`src/rtl/gpio_irq_pkg.sv`:
```
package gpio_irq_pkg;

  localparam int STYLE_W = 3;

  typedef enum logic [STYLE_W-1:0] {
    STY_HIGH = 3'd0,
    STY_LOW  = 3'd1,
    STY_RISE = 3'd2,
    STY_FALL = 3'd3,
    STY_ANY  = 3'd4
  } style_e;

  localparam logic [2:0] ADR_DATA  = 3'd0;
  localparam logic [2:0] ADR_DIR   = 3'd1;
  localparam logic [2:0] ADR_PINS  = 3'd2;
  localparam logic [2:0] ADR_STAT  = 3'd3;
  localparam logic [2:0] ADR_TYPE0 = 3'd4;

  // Unknown codes fall back to pin-high detection.
  function automatic style_e decode_style(logic [STYLE_W-1:0] raw);
    case (raw)
      3'd1:    return STY_LOW;
      3'd2:    return STY_RISE;
      3'd3:    return STY_FALL;
      3'd4:    return STY_ANY;
      default: return STY_HIGH;
    endcase
  endfunction

  function automatic logic style_is_level(style_e s);
    return (s == STY_HIGH) || (s == STY_LOW);
  endfunction

  // Event condition from the synchronised sample and the one before it.
  function automatic logic style_hit(style_e s, logic cur, logic prev);
    case (s)
      STY_LOW:  return ~cur;
      STY_RISE: return cur & ~prev;
      STY_FALL: return ~cur & prev;
      STY_ANY:  return cur ^ prev;
      default:  return cur;
    endcase
  endfunction

  function automatic int field_lsb(int line, int per_reg, int width);
    return (line % per_reg) * width;
  endfunction

  // Which GPIO line feeds interrupt number 'num'; -1 when none.
  function automatic int irq_source(int num);
    if (num == 6 || num == 7) return num - 6;
    if (num >= 19 && num <= 29) return num - 17;
    return -1;
  endfunction

endpackage

```
`src/rtl/gpio_in_sync.sv`:
```
module gpio_in_sync #(
  parameter int W = 16
) (
  input  logic         clk,
  input  logic         rst_n,
  input  logic [W-1:0] pin_in,
  output logic [W-1:0] cur_q,
  output logic [W-1:0] prev_q
);
  logic [W-1:0] meta_q;

  always_ff @(posedge clk) begin
    if (!rst_n) begin
      meta_q <= '0;
      cur_q  <= '0;
      prev_q <= '0;
    end else begin
      meta_q <= pin_in;
      cur_q  <= meta_q;
      prev_q <= cur_q;
    end
  end

  logic rst_d1, rst_d2;
  always_ff @(posedge clk) begin
    rst_d1 <= rst_n;
    rst_d2 <= rst_d1;
  end

  p_sync_delay_r2: assert property (@(posedge clk) disable iff (!rst_n)
    (rst_d1 && rst_d2) |-> (cur_q == $past(pin_in, 2)));

  p_prev_follows_r2: assert property (@(posedge clk) disable iff (!rst_n)
    rst_d1 |-> (prev_q == $past(cur_q)));

endmodule

```
`src/rtl/gpio_line_detect.sv`:
```
module gpio_line_detect
  import gpio_irq_pkg::*;
(
  input  logic               clk,
  input  logic               rst_n,
  input  logic               cur,
  input  logic               prev,
  input  logic               is_input,
  input  logic [STYLE_W-1:0] style_raw,
  input  logic               clr,
  output logic               stat_q,
  output logic               set_evt
);
  style_e sty;
  logic   is_level;
  logic   hit;

  always_comb begin
    sty      = decode_style(style_raw);
    is_level = style_is_level(sty);
    hit      = style_hit(sty, cur, prev);
    set_evt  = is_input & hit;
  end

  // A new event outranks a clear, which is what holds level bits while
  // their condition persists.
  always_ff @(posedge clk) begin
    if (!rst_n) stat_q <= 1'b0;
    else        stat_q <= (stat_q & ~clr) | set_evt;
  end

  p_level_hold_r5: assert property (@(posedge clk) disable iff (!rst_n)
    (is_input && is_level && hit) |=> stat_q);

  p_edge_clear_r6: assert property (@(posedge clk) disable iff (!rst_n)
    (!is_level && clr && !set_evt) |=> !stat_q);

  p_keep_on_zero_r7: assert property (@(posedge clk) disable iff (!rst_n)
    (stat_q && !clr) |=> stat_q);

  p_out_quiet_r8: assert property (@(posedge clk) disable iff (!rst_n)
    (!is_input && !stat_q) |=> !stat_q);

  p_any_edge_r11: assert property (@(posedge clk) disable iff (!rst_n)
    (is_input && sty == STY_ANY && $changed(cur)) |=> stat_q);

endmodule

```
`src/rtl/gpio_regs.sv`:
```
module gpio_regs
  import gpio_irq_pkg::*;
#(
  parameter int NUM_LINES = 16,
  parameter int PER_REG   = 8,
  parameter int DATA_W    = 32,
  parameter int ADDR_W    = 3
) (
  input  logic                         clk,
  input  logic                         rst_n,
  input  logic                         wr_en,
  input  logic [ADDR_W-1:0]            addr,
  input  logic [DATA_W-1:0]            wdata,
  output logic [DATA_W-1:0]            rdata,
  input  logic [NUM_LINES-1:0]         pins_sync,
  input  logic [NUM_LINES-1:0]         stat,
  output logic [NUM_LINES-1:0]         data_q,
  output logic [NUM_LINES-1:0]         dir_q,
  output logic [NUM_LINES*STYLE_W-1:0] style_flat,
  output logic [NUM_LINES-1:0]         clr_mask
);
  localparam int NUM_TREG = NUM_LINES / PER_REG;
  localparam int TREG_W   = PER_REG * STYLE_W;

  logic [TREG_W-1:0] type_q [NUM_TREG];

  always_ff @(posedge clk) begin
    if (!rst_n) begin
      data_q <= '0;
      dir_q  <= '1;
    end else if (wr_en) begin
      if (addr == ADDR_W'(ADR_DATA)) data_q <= wdata[NUM_LINES-1:0];
      if (addr == ADDR_W'(ADR_DIR))  dir_q  <= wdata[NUM_LINES-1:0];
    end
  end

  for (genvar k = 0; k < NUM_TREG; k++) begin : g_treg
    localparam logic [ADDR_W-1:0] MY_ADR = ADDR_W'(int'(ADR_TYPE0) + k);
    always_ff @(posedge clk) begin
      if (!rst_n)                       type_q[k] <= '0;
      else if (wr_en && addr == MY_ADR) type_q[k] <= wdata[TREG_W-1:0];
    end
  end

  for (genvar i = 0; i < NUM_LINES; i++) begin : g_field
    localparam int LSB = field_lsb(i, PER_REG, STYLE_W);
    assign style_flat[i*STYLE_W +: STYLE_W] = type_q[i / PER_REG][LSB +: STYLE_W];
  end

  assign clr_mask = (wr_en && addr == ADDR_W'(ADR_STAT)) ? wdata[NUM_LINES-1:0] : '0;

  always_comb begin
    rdata = '0;
    case (addr)
      ADDR_W'(ADR_DATA): rdata[NUM_LINES-1:0] = data_q;
      ADDR_W'(ADR_DIR):  rdata[NUM_LINES-1:0] = dir_q;
      ADDR_W'(ADR_PINS): rdata[NUM_LINES-1:0] = pins_sync;
      ADDR_W'(ADR_STAT): rdata[NUM_LINES-1:0] = stat;
      default: begin
        for (int k = 0; k < NUM_TREG; k++)
          if (addr == ADDR_W'(int'(ADR_TYPE0) + k)) rdata[TREG_W-1:0] = type_q[k];
      end
    endcase
  end

  p_dir_reset_r1: assert property (@(posedge clk) disable iff (!rst_n)
    $past(!rst_n) |-> (dir_q == '1 && data_q == '0));

  p_clr_only_stat_r7: assert property (@(posedge clk) disable iff (!rst_n)
    (clr_mask != '0) |-> (wr_en && addr == ADDR_W'(ADR_STAT)));

endmodule

```
`src/rtl/gpio_irq_unit.sv`:
```
module gpio_irq_unit
  import gpio_irq_pkg::*;
#(
  parameter int NUM_LINES = 16,
  parameter int PER_REG   = 8,
  parameter int DATA_W    = 32,
  parameter int ADDR_W    = 3,
  parameter int IRQ_W     = 32
) (
  input  logic                 clk,
  input  logic                 rst_n,
  input  logic                 wr_en,
  input  logic [ADDR_W-1:0]    addr,
  input  logic [DATA_W-1:0]    wdata,
  output logic [DATA_W-1:0]    rdata,
  input  logic [NUM_LINES-1:0] pin_in,
  output logic [NUM_LINES-1:0] pin_out,
  output logic [NUM_LINES-1:0] pin_oe_n,
  output logic [NUM_LINES-1:0] irq_line,
  output logic [IRQ_W-1:0]     irq_vec
);
  logic [NUM_LINES-1:0]         cur, prev;
  logic [NUM_LINES-1:0]         data_q, dir_q, clr_mask;
  logic [NUM_LINES-1:0]         stat, set_evt;
  logic [NUM_LINES*STYLE_W-1:0] style_flat;

  gpio_in_sync #(.W(NUM_LINES)) u_sync (
    .clk(clk), .rst_n(rst_n), .pin_in(pin_in), .cur_q(cur), .prev_q(prev)
  );

  gpio_regs #(
    .NUM_LINES(NUM_LINES), .PER_REG(PER_REG), .DATA_W(DATA_W), .ADDR_W(ADDR_W)
  ) u_regs (
    .clk(clk), .rst_n(rst_n), .wr_en(wr_en), .addr(addr), .wdata(wdata),
    .rdata(rdata), .pins_sync(cur), .stat(stat), .data_q(data_q),
    .dir_q(dir_q), .style_flat(style_flat), .clr_mask(clr_mask)
  );

  for (genvar i = 0; i < NUM_LINES; i++) begin : g_line
    gpio_line_detect u_det (
      .clk(clk), .rst_n(rst_n), .cur(cur[i]), .prev(prev[i]),
      .is_input(dir_q[i]), .style_raw(style_flat[i*STYLE_W +: STYLE_W]),
      .clr(clr_mask[i]), .stat_q(stat[i]), .set_evt(set_evt[i])
    );
  end

  assign pin_out  = data_q;
  assign pin_oe_n = dir_q;
  assign irq_line = stat;

  logic [NUM_LINES-1:0] mapped_mask;
  for (genvar b = 0; b < IRQ_W; b++) begin : g_vec
    localparam int SRC = irq_source(b);
    if (SRC >= 0 && SRC < NUM_LINES) begin : g_on
      assign irq_vec[b] = irq_line[SRC];
    end else begin : g_off
      assign irq_vec[b] = 1'b0;
    end
  end

  always_comb begin
    mapped_mask = '0;
    for (int b = 0; b < IRQ_W; b++)
      if (irq_source(b) >= 0 && irq_source(b) < NUM_LINES)
        mapped_mask[irq_source(b)] = 1'b1;
  end

  p_vec_count_r10: assert property (@(posedge clk) disable iff (!rst_n)
    $countones(irq_vec) == $countones(irq_line & mapped_mask));

  p_set_needs_event_r9: assert property (@(posedge clk) disable iff (!rst_n)
    ((irq_line & ~$past(irq_line)) & ~$past(set_evt)) == '0);

endmodule

```
`config.mk`:
```
export PLATFORM = sky130hd
export DESIGN_NAME = gpio_irq_unit
export DESIGN_NICKNAME = d
export VERILOG_FILES = /design/src/rtl/gpio_irq_pkg.sv /design/src/rtl/gpio_in_sync.sv /design/src/rtl/gpio_line_detect.sv /design/src/rtl/gpio_regs.sv /design/src/rtl/gpio_irq_unit.sv
export SDC_FILE = /design/constraint.sdc
export NUM_CORES = 1
export LEC_CHECK = 0
export ABC_AREA = 0
export BUFFER_PORTS_ARGS = -buffer_cell sky130_fd_sc_hd__buf_2
export CELL_PAD_IN_SITES_DETAIL_PLACEMENT = 0
export CELL_PAD_IN_SITES_GLOBAL_PLACEMENT = 1
export CORE_MARGIN = 2
export CORE_UTILIZATION = 43
export DETAILED_ROUTE_END_ITERATION = 6
export PLACE_DENSITY_LB_ADDON = 0.1
export SYNTH_ARGS = -nofsm -noshare
export SYNTH_HDL_FRONTEND = slang
export SYNTH_SLANG_ARGS = --single-unit
```
`constraint.sdc`:
```
create_clock -name clk -period 3.62 [get_ports clk]
set_input_delay 0.181 -clock clk [delete_from_list [all_inputs] [get_ports clk]]
set_output_delay 0.181 -clock clk [all_outputs]
set_load 0.02 [all_outputs]
```
* After elaboration in Yosys (flattened, before gate mapping)
Memories as Yosys holds them, arrays and structs flattened. Index checks and enable logic that the tools add are counted. W data, S select, Z words.
Storage, ports and cells: bits in read-only memories 0, bits in writable memories 48, memories kept 1, bits in latches 0, output and inout port bits 112, input port bits 54, register bits 96
Operators by class: shifts and indexed selects 0, magnitude comparators 0, multipliers 0, muxes and demuxes 46, bitwise operators 146, $add $sub $neg 0, eq/ne operators 133, reductions and logical operators 7, div/mod/pow operators 0
Memories:
- u_regs.type_q | words 2, bits a word 24, rd ports 2, clocked after Yosys merged registers in 0, write ports 2, RTL line gpio_regs.sv:25 | logic [TREG_W-1:0] type_q [NUM_TREG];
Operator list (number):
- $eq A3 B2 Y1 const B | 66
- $pmux W3 S4 | 16
- $eq A3 B3 Y1 const B | 34
- $eq A3 B1 Y1 const B | 33
- $mux W24 | 4
- $and A1 B1 Y1 | 64
- $pmux W1 S4 | 16
- $pmux W16 S4 | 1
- $not A1 Y1 | 48
- $or A1 B1 Y1 | 18
- $mux W16 | 1
- $xor A1 B1 Y1 | 16
- $mux W8 | 1
- $mux W1 | 7
- $reduce_and A2 Y1 | 2
- $reduce_or A4 Y1 | 1
- $logic_and A1 B1 Y1 | 3
- $logic_not A3 Y1 | 1

* Longest topological paths before layout
An unclocked memory read counts as a cell.
depth after elaboration 7, gate-level depth with buffers 6, gate-level depth less buffers 5

* Hierarchy
Synthesis repeated with hierarchy kept, for this count alone.
Unflattened totals: cell total of the unflattened synthesis 861, area, all modules 8157.8 µm²
Modules (own cells, without submodules):
- gpio_regs | cells each 407, area each 4120.2 µm², instances 1
- gpio_line_detect | cells each 20, area each 153.9 µm², instances 16
- gpio_in_sync | cells each 101, area each 1331.3 µm², instances 1
- gpio_irq_unit | cells each 33, area each 244.0 µm², instances 1

* Worst setup path before layout
OpenSTA, ideal clock, no wires.
path type input-to-reg, start point in addr[0], end point mem u_regs.type_q[0][0] (netlist name) (enable), data arrival time 2534 ps, slack 647 ps, stages 5, data required time 3182 ps, setup time 438 ps, cell sequence buf_6 > buf_8 > buf_6 > buf_4 > o21ai_0
RTL lines:
- start, declared | RTL line gpio_irq_unit.sv:13 | input logic [ADDR_W-1:0] addr,
- end, declared | RTL line gpio_regs.sv:25

* Worst setup path in the final report
start point in addr[0], end point out rdata[3]
Between the ends: word-level cells in the longest chain between the ends 4, elaborated cells on any way between the ends 9, those cells by class eq/ne (5); mux (3); reduce/logical (1)
RTL lines:
- $eq A3 B3 Y1 | RTL line gpio_regs.sv:61 | if (addr == ADDR_W'(int'(ADR_TYPE0) + k)) rdata[TREG_W-1:0] = type_q[k];
- $mux W24 (2 in series) | RTL line gpio_regs.sv:61
- $pmux W16 S4 * | RTL line gpio_regs.sv:54 | case (addr)
- end, declared | RTL line gpio_irq_unit.sv:15 | output logic [DATA_W-1:0] rdata,
Every way passes the cells marked *; elsewhere a longest branch is shown, timed or not.

==> results.md <==
- Endpoint arrival time on the critical path: between 2000 and 2500 ps
- Routed wire length: about 19,000 um
- Number of failing setup endpoints in the final timing report: 0
- Result of the run: finished clean
- Layout overhead on the synthesized area: 14.4%
- Clock-pin slew on the worst setup and hold paths: roughly 60 ps
- Worst hold endpoint: u_regs.data_q[11]$_SDFFE_PN0P_
- Reg2reg end: g_line[0].u_det.stat_q$_SDFF_PN0_
- Warnings from Yosys: 0
- Top_reg_cell synth: dfxtp_1
- Cell Count, Final, Fillers Out: around 1.1k
- Standard cell with the maximum stage delay on the critical path: buf_2
- Count of flip-flops with a built-in enable after synthesis: 48
- Class of the tightest hold or removal check: in2reg
- Number of remaining DRC errors: 0
- RePlAce Congestion: between 0.7 and 0.8
- Highest routing layer actually used: met4
- Mux share of post-synthesis cell area: 10.1%
- Largest cells by area after synthesis: dfxtp_1, edfxtp_1, and2_1, buf_4, ha_1
- DR WL met2: just under 10,000 um
- Insertion delay to the later sink of the worst-skew pair: roughly 420 ps
- Compound-cell area share of the yosys netlist: roughly 12%
- Post-Syn Instances: between 700 and 800
- Period Utilization, post-route: between 60% and 70%
- Die Outline Area: ~0.019 mm^2
- Wire length the detailed router placed on met1: approximately 8400 um
- Sum of overflow across all layers after global routing: 0
- Required time at the endpoint of the critical path: approximately 3400 ps
- Quantity of I/O buffers inserted on ports: 130
- Initial detailed-routing violation count: about 260
- GRT Util Overall: approximately a fifth
- Crit path time final: 2380 ps
- CTS Buf Count: 17
- Pin count of the biggest net entering global routing: 73
- Upper clock frequency limit: ~420 MHz
- Type of origin of the critical path: input port
- Clock buffer depth: 2
- RSZ-0062 raised after global routing: false
- P_leak: roughly 0.0039 uW
- Boundary Pins: around 170
- Initial antenna violation count: 1
- Worst Reg2Reg Path Length in Cells: 5
- Pwr per Cell Area: 461 mW/mm^2
- Initial cell density of the core: a little over two fifths
- Adder-cell share of the synthesized area: 5.06%
- Number of nets with antenna violations after routing: 0
- DR WL/cell: 17.2 um
- Max_cap viols: 0
- Number of placement rows: roughly 50
- Routed wl met3: between 800 and 900 um
- Startpoint of the lowest-slack hold path: wdata[11]
- Number of pins exceeding their max-slew limit in the final report: 0
- Top-area cell type share of the netlist area: approximately 24%
- Simple logic cell fraction of the synthesized area: about 16%
- Root Buffer: clkbuf_16
- Worst reg2reg setup slack: about 2200 ps
- Height of the chip: between 100 and 150 um
- Final setup skew: ~12 ps
- Core Footprint: approximately 0.018 mm^2
- Critical path's top delay family: buffers and inverters
- Combinational family with the most area after synthesis: simple AND/OR/NAND/NOR gates
- Ratio of cells with drive above 1 in the final layout: between 20 and 25%
- First-pass GRT wire length: roughly 30,000 um
- Worst slew margin relative to its limit: about 33%
- Largest fanout of any net on the critical path: 32
- Number of instances on the worst hold path: 3
- Final net count: 963
- Reg2Reg Launch Point: u_sync.cur_q[0]$_SDFF_PN0_
- Total instance count after detailed placement: 1,071
- Cell area after technology mapping: 0.00791 mm^2
- Post-cts gate resize count: 0
- CP Class: in2out
- Synth top cells by count: and2_1, dfxtp_1, buf_4, nand2_1, inv_1
- Total half-perimeter wirelength after legalization and detailed placement: roughly 13,000 um
- Avg Cell Area, Syn: approximately 10 um^2
- Async set or reset register ratio after synthesis: 0%
- Count of different cell masters after synthesis: 40
- Cell-by-cell trace of the critical path: buf_2, buf_4, mux4_2, inv_1, o22ai_1, buf_2
- DR pass1 iterations: 4
- H-tree Lvls: 4
- Maximum cell stage delay along the critical path: roughly 750 ps
- Hold violation total from the final report: 0
- Die extent in x: around 140 um
- CTS tree: built
- VDD IR-drop max: 0.326 mV
- Vias in the first global route: about 5.6k
- Xor and xnor fraction of the mapped netlist area: around 1.3%
- Worst Tran Pin Value: around 1000 ps
- Total number of vias: ~5.7k
- Kind of capture point of the worst setup path: output pin
- Number of buffers and inverters on the critical path: 4
- Synthesis-stage register bit count: approximately 140
- Total negative setup slack: 0 ps
- Biggest area consumer among synthesized cells: dfxtp_1
- Sequential share of the synthesized area: between 40% and 50%
- Clock net sink count: roughly 140
- Routed via count divided by cell count: roughly 5
- Cell occurring most often along the worst timing path: buf_2
[per-stage QoR]
step	cell area, um^2	total power, uW	util (%)	hold WS (ps)	worst slack (ps)
5_1_grt	9040	4330	50.2	26.5	1150
6_report	9050	4170	50.2	33.7	1240
3_3_place_gp	8290	2430	46.0	386	1240
3_5_place_dp	8290	2440	46.0	390	1210
4_1_cts	9040	4220	50.2	15.4	1210
2_1_floorplan	8010	2330	-	308	647
[area by class of cell]
class,instances,area (um^2)
fill,1675,8980
multi-input combinational,491,3650
sequential,144,3360
timing repair buffer,159,911
clock buffer,24,515
tap,229,287
inverter,64,240
clock inverter,8,75.1
antenna,1,2.50
[how the worst max path moves through the flow]
stage                  from                           endpoint  slack, ps  cells past startpoint
floorplan           addr[0]  u_regs.type_q[0][0]$_SDFFCE_PN0P_        650                      5
global placement    addr[0]                           rdata[9]       1240                      6
detailed placement  addr[0]                           rdata[3]       1210                      6
CTS                 addr[0]                           rdata[3]       1210                      6
global route        addr[0]                           rdata[9]       1150                      6
finish              addr[0]                           rdata[3]       1240                      6
[cells in the final DEF (no fill, tap or decap), types with 12 or more instances in the layout]
master         synthesis  routed
nand2_1               66      66
conb_1                 1      27
nor2_1                24      24
a22oi_1               12      12
dfxtp_1               96      96
nor2b_1               16      16
o2111ai_1             16      16
buf_4                 77      14
buf_2                  5     129
clkbuf_16              0      20
o22ai_1               16      16
nor3_1                16      16
mux2_2                16      16
mux2i_1               24      24
o21a_1                16      16
inv_1                 64      64
dlygate4sd3_1          0      16
and2_1                96      96
o211ai_1              48      48
xor2_1                12      12
edfxtp_1              48      48
ha_1                  32      32
[report_power, final]
part / leakage (uW) / internal, uW / total, uW / switching, uW
Combinational: 0.00241 / 224 / 551 / 327
Sequential: 0.00125 / 1760 / 1860 / 101
Clock: 0.000290 / 1070 / 1760 / 689
Total: 0.00395 / 3060 / 4170 / 1120
[worst register-to-register path: stages (launching register included)]
cell      delay (ps)
dfxtp_1          440
inv_1             80
ha_1             180
mux2_2           260
a22oi_1          180
o211ai_1         120
[metal layers]
layer | track usage, % | up-vias
met5 | 0 | -
met4 | 5.26 | 0
met3 | 4.82 | 16
met2 | 35.1 | 143
met1 | 25.0 | 2787
li1 | - | 2802
[timing repair]
item                                   in CTS  in global routing
buffers inserted                            0                  0
hold buffers                               16                  0
endpoints found under the hold margin      16                  0
[cell families after synthesis]
family,Yosys count
simple gates,235
buf+inv,174
flops,144
compound gates,129
mux,56
fa+ha+maj,32
xor+xnor,12
other cells,1
[sequential cells by signal (all words and copies together), names as in the netlist]
| register | flops |
|---|---|
| g_line.u_det.stat_q | 16 |
| u_regs.data_q | 16 |
| u_regs.dir_q | 16 |
| u_regs.type_q | 48 |
| u_sync.cur_q | 16 |
| u_sync.meta_q | 16 |
| u_sync.prev_q | 16 |
No activity file was read; power rests on OpenSTA's default activity.
